<file path="config.mk">
export PLATFORM = sky130hd
export DESIGN_NAME = txdiv_dbl_rst
export DESIGN_NICKNAME = d
export VERILOG_FILES = /design/src/rtl/txdr_pkg.sv /design/src/rtl/txdr_sync.sv /design/src/rtl/txdr_timer.sv /design/src/rtl/txdr_ctrl.sv /design/src/rtl/txdiv_dbl_rst.sv
export SDC_FILE = /design/constraint.sdc
export NUM_CORES = 1
export LEC_CHECK = 0
export ABC_AREA = 1
export BUFFER_PORTS_ARGS = -buffer_cell sky130_fd_sc_hd__buf_4
export CORE_MARGIN = 2
export CORE_UTILIZATION = 45
export CTS_CLUSTER_DIAMETER = 60
export CTS_CLUSTER_SIZE = 30
export DETAILED_ROUTE_END_ITERATION = 7
export MAX_ROUTING_LAYER = met4
export PLACE_DENSITY = 0.7
export SYNTH_ARGS = -nofsm -noshare
export SYNTH_HDL_FRONTEND = slang
export SYNTH_SLANG_ARGS = --single-unit
</file>
<file path="constraint.sdc">
create_clock -name clk_i -period 2.76 [get_ports clk_i]
set_input_delay 0.414 -clock clk_i [delete_from_list [all_inputs] [get_ports clk_i]]
set_output_delay 0.414 -clock clk_i [all_outputs]
set_load 0.05 [all_outputs]
</file>
<file path="src/rtl/txdr_pkg.sv">
`timescale 1ns/1ps
package txdr_pkg;
  typedef enum logic [2:0] {
    ST_IDLE   = 3'd0,
    ST_SETTLE = 3'd1,
    ST_PULSE1 = 3'd2,
    ST_GAP    = 3'd3,
    ST_PULSE2 = 3'd4
  } seq_state_t;

  localparam logic [1:0] DIV_BY1 = 2'd0;
  localparam logic [1:0] DIV_BY2 = 2'd1;
  localparam logic [1:0] DIV_BY4 = 2'd2;
  localparam logic [1:0] DIV_BY8 = 2'd3;

  function automatic logic div_needs_rst(input logic [1:0] code);
    return (code == DIV_BY2) || (code == DIV_BY4);
  endfunction
endpackage

</file>
<file path="src/rtl/txdr_sync.sv">
`timescale 1ns/1ps
module txdr_sync #(
  parameter int STAGES = 2
) (
  input  logic clk_i,
  input  logic rst_ni,
  input  logic async_i,
  output logic level_o,
  output logic rise_o
);
  logic [STAGES-1:0] sh_q;
  logic              prev_q;

  generate
    if (STAGES == 1) begin : g_one
      always_ff @(posedge clk_i or negedge rst_ni)
        if (!rst_ni) sh_q <= '0;
        else         sh_q <= async_i;
    end else begin : g_many
      always_ff @(posedge clk_i or negedge rst_ni)
        if (!rst_ni) sh_q <= '0;
        else         sh_q <= {sh_q[STAGES-2:0], async_i};
    end
  endgenerate

  always_ff @(posedge clk_i or negedge rst_ni)
    if (!rst_ni) prev_q <= 1'b0;
    else         prev_q <= sh_q[STAGES-1];

  assign level_o = sh_q[STAGES-1];
  assign rise_o  = sh_q[STAGES-1] & ~prev_q;

  // a rising synchronized level had to be present one stage earlier
  a_r2_sync_path: assert property (@(posedge clk_i) disable iff (!rst_ni)
    $rose(level_o) |-> $past(sh_q[0]));
endmodule

</file>
<file path="src/rtl/txdr_timer.sv">
`timescale 1ns/1ps
module txdr_timer #(
  parameter int CW      = 10,
  parameter int MAX_VAL = 1023
) (
  input  logic          clk_i,
  input  logic          rst_ni,
  input  logic          load_i,
  input  logic [CW-1:0] load_val_i,
  output logic          zero_o
);
  logic [CW-1:0] cnt_q;

  always_ff @(posedge clk_i or negedge rst_ni)
    if (!rst_ni)           cnt_q <= '0;
    else if (load_i)       cnt_q <= load_val_i;
    else if (cnt_q != '0)  cnt_q <= cnt_q - 1'b1;

  assign zero_o = (cnt_q == '0);

  a_r3_cnt_bound: assert property (@(posedge clk_i) disable iff (!rst_ni)
    !load_i |=> (32'(cnt_q) <= MAX_VAL));
  a_r3_cnt_steps: assert property (@(posedge clk_i) disable iff (!rst_ni)
    (!load_i && !zero_o) |=> (cnt_q == $past(cnt_q) - 1'b1));
endmodule

</file>
<file path="src/rtl/txdr_ctrl.sv">
`timescale 1ns/1ps
module txdr_ctrl
  import txdr_pkg::*;
#(
  parameter int SETTLE_CYC = 1024,
  parameter int PULSE_CYC  = 256,
  parameter int GAP_CYC    = 256,
  parameter int CW         = 10
) (
  input  logic          clk_i,
  input  logic          rst_ni,
  input  logic          lock_s_i,
  input  logic          lock_rise_i,
  input  logic          rearm_i,
  input  logic [1:0]    div_sel_i,
  input  logic          tmr_zero_i,
  output logic          tmr_load_o,
  output logic [CW-1:0] tmr_val_o,
  output logic          div_rst_o,
  output logic          done_o
);
  localparam logic [CW-1:0] SETTLE_LD = CW'(SETTLE_CYC - 1);
  localparam logic [CW-1:0] PULSE_LD  = CW'(PULSE_CYC - 1);
  localparam logic [CW-1:0] GAP_LD    = CW'(GAP_CYC - 1);

  seq_state_t state_q, state_d;
  logic [1:0] div_q;
  logic       done_q, done_d;
  logic       start_evt;

  assign start_evt = lock_s_i & (lock_rise_i | rearm_i);

  always_comb begin
    state_d    = state_q;
    done_d     = done_q;
    tmr_load_o = 1'b0;
    tmr_val_o  = '0;
    if (!lock_s_i) begin
      state_d = ST_IDLE;                // abort beats everything
    end else if (start_evt) begin
      done_d = 1'b0;
      if (div_needs_rst(div_sel_i)) begin
        state_d    = ST_SETTLE;
        tmr_load_o = 1'b1;
        tmr_val_o  = SETTLE_LD;
      end else begin
        state_d = ST_IDLE;
      end
    end else if (tmr_zero_i) begin
      unique case (state_q)
        ST_SETTLE: begin
          state_d = ST_PULSE1; tmr_load_o = 1'b1; tmr_val_o = PULSE_LD;
        end
        ST_PULSE1: begin
          state_d = ST_GAP;    tmr_load_o = 1'b1; tmr_val_o = GAP_LD;
        end
        ST_GAP: begin
          state_d = ST_PULSE2; tmr_load_o = 1'b1; tmr_val_o = PULSE_LD;
        end
        ST_PULSE2: begin
          state_d = ST_IDLE;   done_d = 1'b1;
        end
        default: state_d = ST_IDLE;
      endcase
    end
  end

  always_ff @(posedge clk_i or negedge rst_ni)
    if (!rst_ni) begin
      state_q <= ST_IDLE;
      done_q  <= 1'b0;
      div_q   <= DIV_BY1;
    end else begin
      state_q <= state_d;
      done_q  <= done_d;
      if (start_evt) div_q <= div_sel_i;
    end

  assign div_rst_o = (state_q == ST_PULSE1) || (state_q == ST_PULSE2);
  assign done_o    = done_q;

  a_r4_pulse_needs_div: assert property (@(posedge clk_i) disable iff (!rst_ni)
    div_rst_o |-> div_needs_rst(div_q));
  a_r8_abort_idle: assert property (@(posedge clk_i) disable iff (!rst_ni)
    (!lock_s_i && state_q != ST_IDLE) |=> (state_q == ST_IDLE && !div_rst_o && !done_o));
  a_r6_start_drops_rst: assert property (@(posedge clk_i) disable iff (!rst_ni)
    start_evt |=> (!div_rst_o && !done_o));
  a_r5_done_not_pulsing: assert property (@(posedge clk_i) disable iff (!rst_ni)
    done_o |-> (state_q == ST_IDLE));
  a_r3_phase_not_cut: assert property (@(posedge clk_i) disable iff (!rst_ni)
    (state_q != ST_IDLE && !tmr_zero_i && lock_s_i && !start_evt) |=> (state_q == $past(state_q)));
  a_r9_div_held: assert property (@(posedge clk_i) disable iff (!rst_ni)
    (state_q != ST_IDLE && !start_evt) |=> $stable(div_q));
endmodule

</file>
<file path="src/rtl/txdiv_dbl_rst.sv">
`timescale 1ns/1ps
module txdiv_dbl_rst #(
  parameter int SETTLE_CYC  = 1024,
  parameter int PULSE_CYC   = 256,
  parameter int GAP_CYC     = 256,
  parameter int SYNC_STAGES = 2
) (
  input  logic       clk_i,
  input  logic       rst_ni,
  input  logic       lock_i,
  input  logic [1:0] div_sel_i,
  input  logic       rearm_i,
  output logic       div_rst_o,
  output logic       done_o
);
  localparam int MAX_A   = (SETTLE_CYC > PULSE_CYC) ? SETTLE_CYC : PULSE_CYC;
  localparam int MAX_LEN = (MAX_A > GAP_CYC) ? MAX_A : GAP_CYC;
  localparam int CW      = (MAX_LEN > 2) ? $clog2(MAX_LEN) : 1;

  logic          lock_s, lock_rise;
  logic          tmr_load, tmr_zero;
  logic [CW-1:0] tmr_val;

  txdr_sync #(.STAGES(SYNC_STAGES)) u_sync (
    .clk_i   (clk_i),
    .rst_ni  (rst_ni),
    .async_i (lock_i),
    .level_o (lock_s),
    .rise_o  (lock_rise)
  );

  txdr_timer #(.CW(CW), .MAX_VAL(MAX_LEN - 1)) u_timer (
    .clk_i      (clk_i),
    .rst_ni     (rst_ni),
    .load_i     (tmr_load),
    .load_val_i (tmr_val),
    .zero_o     (tmr_zero)
  );

  txdr_ctrl #(
    .SETTLE_CYC (SETTLE_CYC),
    .PULSE_CYC  (PULSE_CYC),
    .GAP_CYC    (GAP_CYC),
    .CW         (CW)
  ) u_ctrl (
    .clk_i       (clk_i),
    .rst_ni      (rst_ni),
    .lock_s_i    (lock_s),
    .lock_rise_i (lock_rise),
    .rearm_i     (rearm_i),
    .div_sel_i   (div_sel_i),
    .tmr_zero_i  (tmr_zero),
    .tmr_load_o  (tmr_load),
    .tmr_val_o   (tmr_val),
    .div_rst_o   (div_rst_o),
    .done_o      (done_o)
  );

  // outputs quiet right after reset release
  a_r1_reset_quiet: assert property (@(posedge clk_i) disable iff (!rst_ni)
    $rose(rst_ni) |-> (!div_rst_o && !done_o));
endmodule

</file>
==> results of run 1 <==
==> what timing repair did <==
action | 4_1_cts | 5_1_grt
hold buffers | 1 | 0
gates resized for setup | 0 | 0
endpoints found under the hold margin | 17 | 0
==> worst reg2reg max path, cell delays in order, from the launching register on <==
cell      delay [ns]
dfrtp_1         0.40
inv_1           0.14
ha_1            0.22
nand2_2         0.09
nor2_4          0.14
nand2_2         0.18
nand2_1         0.13
nor3_1          0.05
nand3b_1        0.16
==> cell families after synthesis <==
family | count (synthesis)
buffers and inverters | 13
and+or+nand+nor | 55
adders and majority gates | 1
DFF | 17
xor gates and xnor gates | 4
AOI/OAI and AO/OA | 16
==> area by class of cell <==
type | count | area (µm²) | share of cell area [%]
clock buffers | 4 | 26.3 | 2.66
inverters | 12 | 45.0 | 4.56
multi-input cells | 76 | 397 | 40.2
flip-flops and latches | 17 | 425 | 43.1
well taps | 25 | 31.3 | 3.17
repair buffers | 8 | 62.6 | 6.34
==> flip-flops by register name (all words and copies together) (netlist names) <==
signal and count:
u_timer.cnt_q 10, u_ctrl.state_q 3, u_sync.sh_q 2, u_ctrl.done_o 1
u_sync.prev_q 1
==> power groups by stage <==
stage | clock network (µW) | logic, µW | registers (µW)
after floorplan | 0 | 101 | 326
after global placement | 0 | 127 | 335
after detailed placement | 0 | 127 | 336
after CTS | 131 | 131 | 332
after global routing | 147 | 150 | 339
final | 130 | 129 | 332
==> through the flow <==
stage | worst slack [ns] | hold slack, ns
floorplan | 1.34 | 0.118
global placement | 1.21 | 0.287
detailed placement | 1.15 | 0.286
CTS | 1.13 | 0.226
global route | 0.947 | 0.210
finish | 1.14 | 0.230
==> final timing paths <==
path                                        from          endpoint
worst max-delay path            u_timer.cnt_q[0]  u_timer.cnt_q[7]
worst min-delay path                      lock_i    u_sync.sh_q[0]
worst max register to register  u_timer.cnt_q[0]  u_timer.cnt_q[7]
worst min register to register    u_sync.sh_q[0]    u_sync.sh_q[1]
max in group asynchronous                 rst_ni    u_sync.sh_q[1]
min in group asynchronous                 rst_ni  u_timer.cnt_q[2]
==> cells in the final DEF, fill, tap and decap left out, types with 2 or more instances in the layout <==
cell type / netlist / final
nand2_1: 23 / 23
o21ai_1: 2 / 2
xor2_1: 2 / 2
nand2_2: 4 / 4
buf_4: 0 / 7
dfrtp_1: 17 / 17
inv_1: 11 / 11
nand3b_1: 2 / 2
a21oi_1: 4 / 4
o211ai_1: 3 / 3
clkbuf_4: 0 / 3
nand3_1: 10 / 10
nor2_2: 2 / 2
xnor2_1: 2 / 2
nor2_1: 10 / 10
o21ai_0: 6 / 6
==> per-layer routing <==
layer | wire (µm) | GRT usage [%] | vias up | share of wire, %
met5 | 0 | - | - | 0
met4 | 56 | 11.4 | 0 | 3.6
met3 | 57 | 3.33 | 7 | 3.6
met2 | 722 | 27.4 | 21 | 46
met1 | 737 | 21.1 | 321 | 47
li1 | - | - | 368 | -
==> impl_results.md, run 1 <==
- Status: completed
- Hold path cells: 1
- Global-route wire length before repair: roughly 2.7 mm
- Cell Chain, Critical Path: inv_1 > ha_1 > nand2_2 > nor2_4 > nand2_2 > nand2_1 > nor3_1 > nand3b_1
- Sequential share of power: 56.2%
- Crit path depth: 8
- Avg Inst Size Synth: 8.29 µm²
- XOR/XNOR Fraction of Synth Area: 3.99%
- Vias in the first global route: 662
- #FFs+latches synth: 17
- Clock power frac: a little over a fifth
- Final worst path period share: 58.6%
- R2R setup slack: between 1 and 1.5 ns
- Core area: 1780 µm²
- TritonCTS buffer count: 3
- Cell row count: 15
- CP dominant cell by count: nand2_2
- Die Y: 48.2 µm
- Layout Skew: 0.00418 ns
- Cells after DPL: 137
- Port buffer count: 7
- Buf/Inv on CP: 1
- Async S/R FF share, synth: 100%
- Compound-Gate Fraction of Synth Area: between 10 and 15%
- Most common cell in the netlist: nand2_1
- Clock buffer depth: 2
- Area growth from synthesis to layout: 12.4%
- Post-synth top cells: nand2_1 (23), dfrtp_1 (17), inv_1 (11), nand3_1 (10), nor2_1 (10)
- Worst-path maximum fanout: 12
- Pin count of the biggest net entering global routing: 18
- Seq/Total Area, Yosys: 48.4%
- Logic pwr share: 21.9%
- Ys flop type: dfrtp_1
- Worst-path clk slew: 0.09 ns
- Post-Route WL: 1.57 mm
- CTS tree: built
- Fill cells: 178
- Post-CTS setup repair buffer count: 0
- R2R depth: 8
- Detail Route Antenna Nets: 0
- Top post-synthesis cells by area: dfrtp_1 (48%), nand2_1 (9.8%), nand3_1 (5.7%)
- Slew HR: 74.5%
- Top-area cell type share of the netlist area: 48.4%
- Die width: 48.2 µm
- Final core occ: 55.4%
- Detailed-route wire length per cell: 11.1 µm
- Delay-heaviest family, CP: simple AND/OR/NAND/NOR gates
- Worst setup EP type: register
- Mux contribution to synthesized area: 0%
- TritonCTS Sinks: 17
- GR Overflow Total: 0
- Startpoint types: register
- Critical-path top delay cell: dfrtp_1
- Initial antenna violation count: 0
- DRC viols: 0
- Io pins: 8
- Crit Path Category: register to register
- Post-synthesis cell count: 106
- DRT iter0 DRCs: 8
- Top cell type by total area after synthesis: dfrtp_1
- Placed Area: 951 µm²
- RSZ-0062 raised after global routing: no
- Nets@finish: 125
- WP data arrival: ~1.8 ns
- Total number of H-tree levels: 1
- Fmax: 618 MHz
- Worst-skew pair later-pin latency: a little under 0.3 ns
- DPL Wire Length: 1.22 mm
- Cell area after layout: 987 µm²
- Hold Path Class: input port to register
- Via count: 717
- Via/cell ratio: a little over 5
- Net Sw Power: 185 µW
- Slew Viols, Final: 0
- CP required: 2.92 ns
- Slew @ Worst Pin: 0.378 ns
- Initial Util: 49.3%
- Post-Syn Nets: 113
- Total power: 591 µW
- Die Area: 2320 µm²
- Synthesized area: 878 µm²
- Final TNS setup: 0 ns
- Simple-gate portion of the synthesized area: 29.5%
- Final-report setup violation count: 0
- GR Util All Layers: approximately 18%
- Worst vdd ir: 354 µV
- Leak: 0.000464 µW
- DRT Pass-1 Iters: 5
- Min Tclk post-route: 1.62 ns
- Post-synth EDFFs: 0
- Ratio of cells with drive above 1 in the final layout: 17.1%
- Largest family of logic cells by synthesized area: simple AND/OR/NAND/NOR gates
- Crit path largest cell delay: 0.40 ns
- Final hold vios: 0
- Routability cong.: 0.870
- Antenna cells: 0
- Power Dens Cells: 599 nW/µm²
- Clock root buffer: clkbuf_4
- Synth warnings: 0
- Unique masters post-synth: 22
- Adder-cell share of the synthesized area: about 1.4%
- Internal power: 406 µW
- Max Cap Viol: 0
- Switch share: roughly a third
- Final cell count without fillers: 142
Power figures use the tool's default switching activity.
==> inputs of run 2 (changes only) <==
clock period = 1.6 ns   (was 2.76 ns; I/O delays follow)
==> run 2 against run 1 <==
Against the previous run: sequential power increased by 71%; worst setup slack got worse by 1.0 ns; final cell count increased by 0.70%; core utilization increased by 1.8 points; non-clock buffer count increased by 1; die area unchanged; hold slack got worse by 0.17 ns; sequential share of layout area decreased by 1.4 points; largest cell class unchanged; count of clock-buffer cells in the layout unchanged; first-iteration DRC count increased by 50%; clock power increased by 68%; final area increased by 3.3%.
==> impl_results.md, run 2 (synthesis gave the netlist of run 1 again) <==
- Hold path cells: 1
- DRT iter0 DRCs: 12
- CP required: between 1.5 and 2 ns
- Area growth from synthesis to layout: 16.1%
- Io pins: 8
- Cell area after layout: 1020 µm²
- RSZ-0062 raised after global routing: yes
- Total number of H-tree levels: 1
- Vias in the first global route: 659
- Pre-CTS setup slack: 0.0725 ns
- R2R setup slack: 0.12 ns
- Delay-heaviest family, CP: simple AND/OR/NAND/NOR gates
- DPL Wire Length: 1.18 mm
- Ratio of cells with drive above 1 in the final layout: 21.2%
- Most common cell after layout, fill and taps aside: nand2_1
- Internal power: around 700 µW
- Worst-skew pair later-pin latency: 0.28 ns
- TritonCTS buffer count: 3
- Pin count of the biggest net entering global routing: 18
- Antenna cells: 0
- Power Dens Cells: around 1000 nW/µm²
- GR Overflow Total: 0
- Hold path endpoint: u_sync.sh_q[0]
- Via count: roughly 700
- Crit path largest cell delay: approximately 0.41 ns
- Worst setup EP type: register
- Total power: just over 1000 µW
- Final cell count without fillers: 143
- Die width: 48.2 µm
- Sequential share of power: a little over half
- Switch share: just over 30%
- Startpoint types: register
- Final hold vios: 0
- Die Y: between 40 and 50 µm
- Max reg flops: 10
- Final worst path period share: ~93%
- Detailed-route wire length per cell: around 11 µm
- FF-to-FF Start: u_timer.cnt_q[0]
- Slew @ Worst Pin: 0.489 ns
- Hold wc startpoint: lock_i
- Nets@finish: 126
- PnR worst setup slack: 0.119 ns
- Crit Path Category: register to register
- Critical-path top delay cell: dfrtp_1
- Detail Route Antenna Nets: 0
- Global-route wire length before repair: between 2 and 3 mm
- Core area: 1780 µm²
- Clock root buffer: clkbuf_4
- Cells after DPL: between 100 and 150
- CTS tree: built
- Die Area: 2320 µm²
- Slew HR: 67.1%
- Slew Viols, Final: 0
- DRC viols: 0
- Commonest cells after routing, fill and taps aside: nand2_1 (22), dfrtp_1 (17), inv_1 (11), nor2_1 (10)
- Min Tclk post-route: 1.48 ns
- Largest regs: u_timer.cnt_q (10), u_ctrl.state_q (3), u_sync.sh_q (2)
- FF-to-FF End: u_timer.cnt_q[3]
- Initial Util: 49.3%
- Logic pwr share: 24.1%
- Worst-path clk slew: around 0.090 ns
- Cell Chain, Critical Path: inv_1 > ha_2 > nand2_2 > nor2_4 > nand2_4 > nand3_2 > xor2_1 > nand2_1
- Worst vdd ir: 630 µV
- Final-report setup violation count: 0
- Post-Route WL: 1.53 mm
- Leak: about 0.00049 µW
- Most flops, register: u_timer.cnt_q
- R2R depth: 8
- Via/cell ratio: 4.98
- Buf/Inv on CP: 1
- Hold Path Class: input port to register
- WP data arrival: 1.65 ns
- Max Cap Viol: 0
- GR Util All Layers: 16.8%
- Initial antenna violation count: 0
- Fmax: 675 MHz
- Final TNS setup: 0 ns
- Clock buffer depth: 2
- Layout Skew: between 0.002 and 0.0025 ns
- Routability cong.: roughly 0.82
- Clock power frac: a little over a fifth
- Port buffer count: 7
- Cell row count: 15
- TritonCTS Sinks: 17
- Worst-path maximum fanout: 12
- Net Sw Power: 322 µW
- Status: completed
- Placed Area: 958 µm²
- DRT Pass-1 Iters: 5
run 2: changes by cell type in the layout (fill, tap and decap cells not counted):
| cell | change |
|---|---|
| nand2_1 | -1 |
| nand3_2 | +2 |
| ha_2 | +1 |
| nand2_2 | -1 |
| ha_1 | -1 |
| nand3_1 | -2 |
| buf_4 | +1 |
| nand2_4 | +2 |
run 2: final cells by class:
class / instances / area, µm²
Fill cell: 173 / 763
Sequential cell: 17 / 425
Timing Repair Buffer: 9 / 70.1
Inverter: 12 / 45.0
Multi-Input combinational cell: 76 / 422
Clock buffer: 4 / 26.3
Tap cell: 25 / 31.3
run 2: power groups by stage:
| stage | Sequential [µW] | Combinational [µW] | Clock (µW) |
|---|---|---|---|
| after floorplan | 563 | 175 | 0 |
| after global placement | 576 | 229 | 0 |
| after detailed placement | 577 | 234 | 0 |
| after CTS | 568 | 238 | 223 |
| after global routing | 578 | 288 | 256 |
| final | 567 | 249 | 218 |
run 2: stage by stage:
stage / utilization [%] / hold slack [ns]
3_5_place_dp: 53.8 / 0.114
2_1_floorplan: - / -0.0556
3_3_place_gp: 53.8 / 0.113
4_1_cts: 55.8 / 0.0585
6_report: 57.2 / 0.0607
5_1_grt: 57.2 / 0.0346
run 2: what timing repair did:
| item | 4_1_cts | 5_1_grt |
|---|---|---|
| setup buffers | 0 | 0 |
| hold endpoints to repair | 17 | 0 |
| setup endpoints to repair | 0 | 9 |
| gates resized for setup | 0 | 6 |
| hold buffers | 1 | 0 |
run 2: worst max-delay path by stage:
stage	from	endpoint	slack (ns)	cells after the start
after floorplan	u_timer.cnt_q[0]	u_timer.cnt_q[8]	0.18	9
after global placement	u_timer.cnt_q[0]	u_timer.cnt_q[3]	0.12	8
after detailed placement	u_timer.cnt_q[0]	u_timer.cnt_q[3]	0.07	8
after CTS	u_timer.cnt_q[0]	u_timer.cnt_q[3]	0.05	8
after global routing	u_timer.cnt_q[0]	u_timer.cnt_q[3]	-0.03	8
final	u_timer.cnt_q[0]	u_timer.cnt_q[3]	0.12	8
run 2: per-layer routing:
metal	up-vias	wire, µm	part of all wire (%)	track usage, %
met3	2	50	3.3	3.33
met2	10	762	50	27.1
met5	-	0	0	-
met4	0	12	0.78	8.11
li1	368	-	-	-
met1	332	708	46	19.8
==> inputs of run 3 (changes only) <==
CORE_MARGIN = 5   (was 2)
CTS_BUF_LIST = sky130_fd_sc_hd__clkbuf_4 sky130_fd_sc_hd__clkbuf_8   (was unset)
==> run 3 against run 2 <==
Against the previous run: clock power grew 12%; global-route usage decreased by 2.7 points; critical path type unchanged; sequential share of layout area up 0.15 points; final cell count rose by 1.4%; critical path depth grew 1; core utilization decreased by 3.8 points.
==> impl_results.md, run 3 (synthesis gave the netlist of run 1 again) <==
- Largest regs: u_timer.cnt_q (10), u_ctrl.state_q (3), u_sync.sh_q (2)
- Vias in the first global route: 700
- CP required: 1.78 ns
- Port buffer count: 7
- Final TNS setup: 0 ns
- Cell row count: 16
- Crit Path Category: register to register
- Detailed-route wire length per cell: 11.1 µm
- DPL Wire Length: approximately 1.3 mm
- Worst setup EP type: register
- Final-report setup violation count: 0
- Net Sw Power: ~330 µW
- Nets@finish: 126
- Global-route wire length before repair: 2.80 mm
- TritonCTS buffer count: 3
- Die Area: 2940 µm²
- GR Overflow Total: 0
- Worst vdd ir: 615 µV
- TritonCTS Sinks: 17
- WP data arrival: 1.66 ns
- Via/cell ratio: a little under 5
- Cell Chain, Critical Path: inv_1 > ha_2 > nand2_2 > nor2_4 > nand3_1 > nand2_2 > nand2_4 > nand2_1 > a21oi_1
- Min Tclk post-route: 1.48 ns
- Die width: 54.2 µm
- DRT Pass-1 Iters: 6
- Final worst path period share: 92.3%
- Detail Route Antenna Nets: 0
- Internal power: 728 µW
- Via count: 716
- Status: completed
- Io pins: 8
- Max reg flops: 10
- Buf/Inv on CP: 1
- Hold Path Class: input port to register
- Final core occ: 53.4%
- CP dominant cell by count: nand2_2
- Area growth from synthesis to layout: 15.7%
- Most flops, register: u_timer.cnt_q
- Sequential share of power: 53.9%
- Fmax: 677 MHz
- Crit path largest cell delay: slightly above 0.4 ns
- GR Util All Layers: 14.1%
- Leak: 0.000490 µW
- Final hold vios: 0
- Post-Route WL: 1.61 mm
- Max Cap Viol: 0
- Layout Skew: 0.00189 ns
- Clock root buffer: clkbuf_4
- Worst-skew pair later-pin latency: 0.29 ns
- Total number of H-tree levels: 1
- Core area: between 1500 and 2000 µm²
- Most common cell after layout, fill and taps aside: nand2_1
- CTS tree: built
- DRT iter0 DRCs: 15
- Initial Util: 46.2%
- Post-CTS setup repair buffer count: 0
- Die Y: 54.2 µm
- DRC viols: 0
- Slew Viols, Final: 0
- Pin count of the biggest net entering global routing: 18
- Delay-heaviest family, CP: simple AND/OR/NAND/NOR gates
- Initial antenna violation count: 0
- Clock power frac: 23.1%
- Slew @ Worst Pin: between 0.5 and 0.6 ns
- Switch share: 31.1%
- RSZ-0062 raised after global routing: no
- Critical-path top delay cell: dfrtp_1
- Logic pwr share: ~23%
- Startpoint types: register
- Total power: 1060 µW
- Slew HR: around 64%
- Commonest cells after routing, fill and taps aside: nand2_1 (22), dfrtp_1 (17), inv_1 (11), nand3_1 (10), nor2_1 (10)
- Antenna cells: 0
- Worst-path clk slew: roughly 0.090 ns
- Routability cong.: 0.825
- Clock buffer depth: 2
- Ratio of cells with drive above 1 in the final layout: about a fifth
- Power Dens Cells: ~1000 nW/µm²
- Worst-path maximum fanout: 10
## run 3: cell counts in the layout (fill, tap and decap cells not counted)
Identical to the previous run, type by type.
## run 3: what timing repair did
action                                 4_1_cts  5_1_grt
endpoints found under the hold margin       17        0
setup endpoints to repair                    0        6
gates resized for setup                      0        4
hold buffers                                 1        0
## run 3: final timing paths
kind / from / endpoint / slack [ns] / cells after the start
min in group asynchronous: rst_ni / u_timer.cnt_q[6] / 0.34 / 2
worst min register to register: u_sync.sh_q[0] / u_sync.sh_q[1] / 0.37 / 0
worst min-delay path: lock_i / u_sync.sh_q[0] / 0.05 / 1
worst max register to register: u_timer.cnt_q[0] / u_timer.cnt_q[8] / 0.12 / 9
max in group asynchronous: rst_ni / u_ctrl.state_q[2] / 1.08 / 2
worst max-delay path: u_timer.cnt_q[0] / u_timer.cnt_q[8] / 0.12 / 9
## run 3: area by class of cell
type                    count  area, µm²
clock buffers               4       30.0
fillers                   183        886
inverters                  12       45.0
multi-input cells          76        412
flip-flops and latches     17        425
well taps                  27       33.8
repair buffers              9       70.1
## run 3: metal layers
layer,vias to the layer above,wire [µm],track usage [%]
met2,13,808,22.9
met3,7,41,3.32
met5,-,0,-
met1,327,705,14.8
met4,0,57,9.96
li1,369,-,-
## run 3: stage by stage
stage,instance area (µm²),hold WS [ns],setup slack [ns],instances
finish,1020,0.0503,0.124,145
global route,1020,0.0404,0.00206,145
CTS,1000,0.0421,0.0580,145
detailed placement,961,0.115,0.0736,140
global placement,961,0.114,0.122,140
floorplan,878,-0.0556,0.178,106
## run 3: worst register-to-register path, delay by kind of cell (launching register included)
kind	cells	cell delay [ns]
and+or+nand+nor	6	0.62
DFF	1	0.41
adders and majority gates	1	0.20
buffers and inverters	1	0.08
AOI/OAI and AO/OA	1	0.06
## run 3: power groups by stage
stage                     clock network [µW]  logic, µW  registers [µW]
after CTS                                254        242             570
final                                    244        244             569
after floorplan                            0        175             563
after global routing                     273        277             578
after global placement                     0        229             576
after detailed placement                   0        234             579
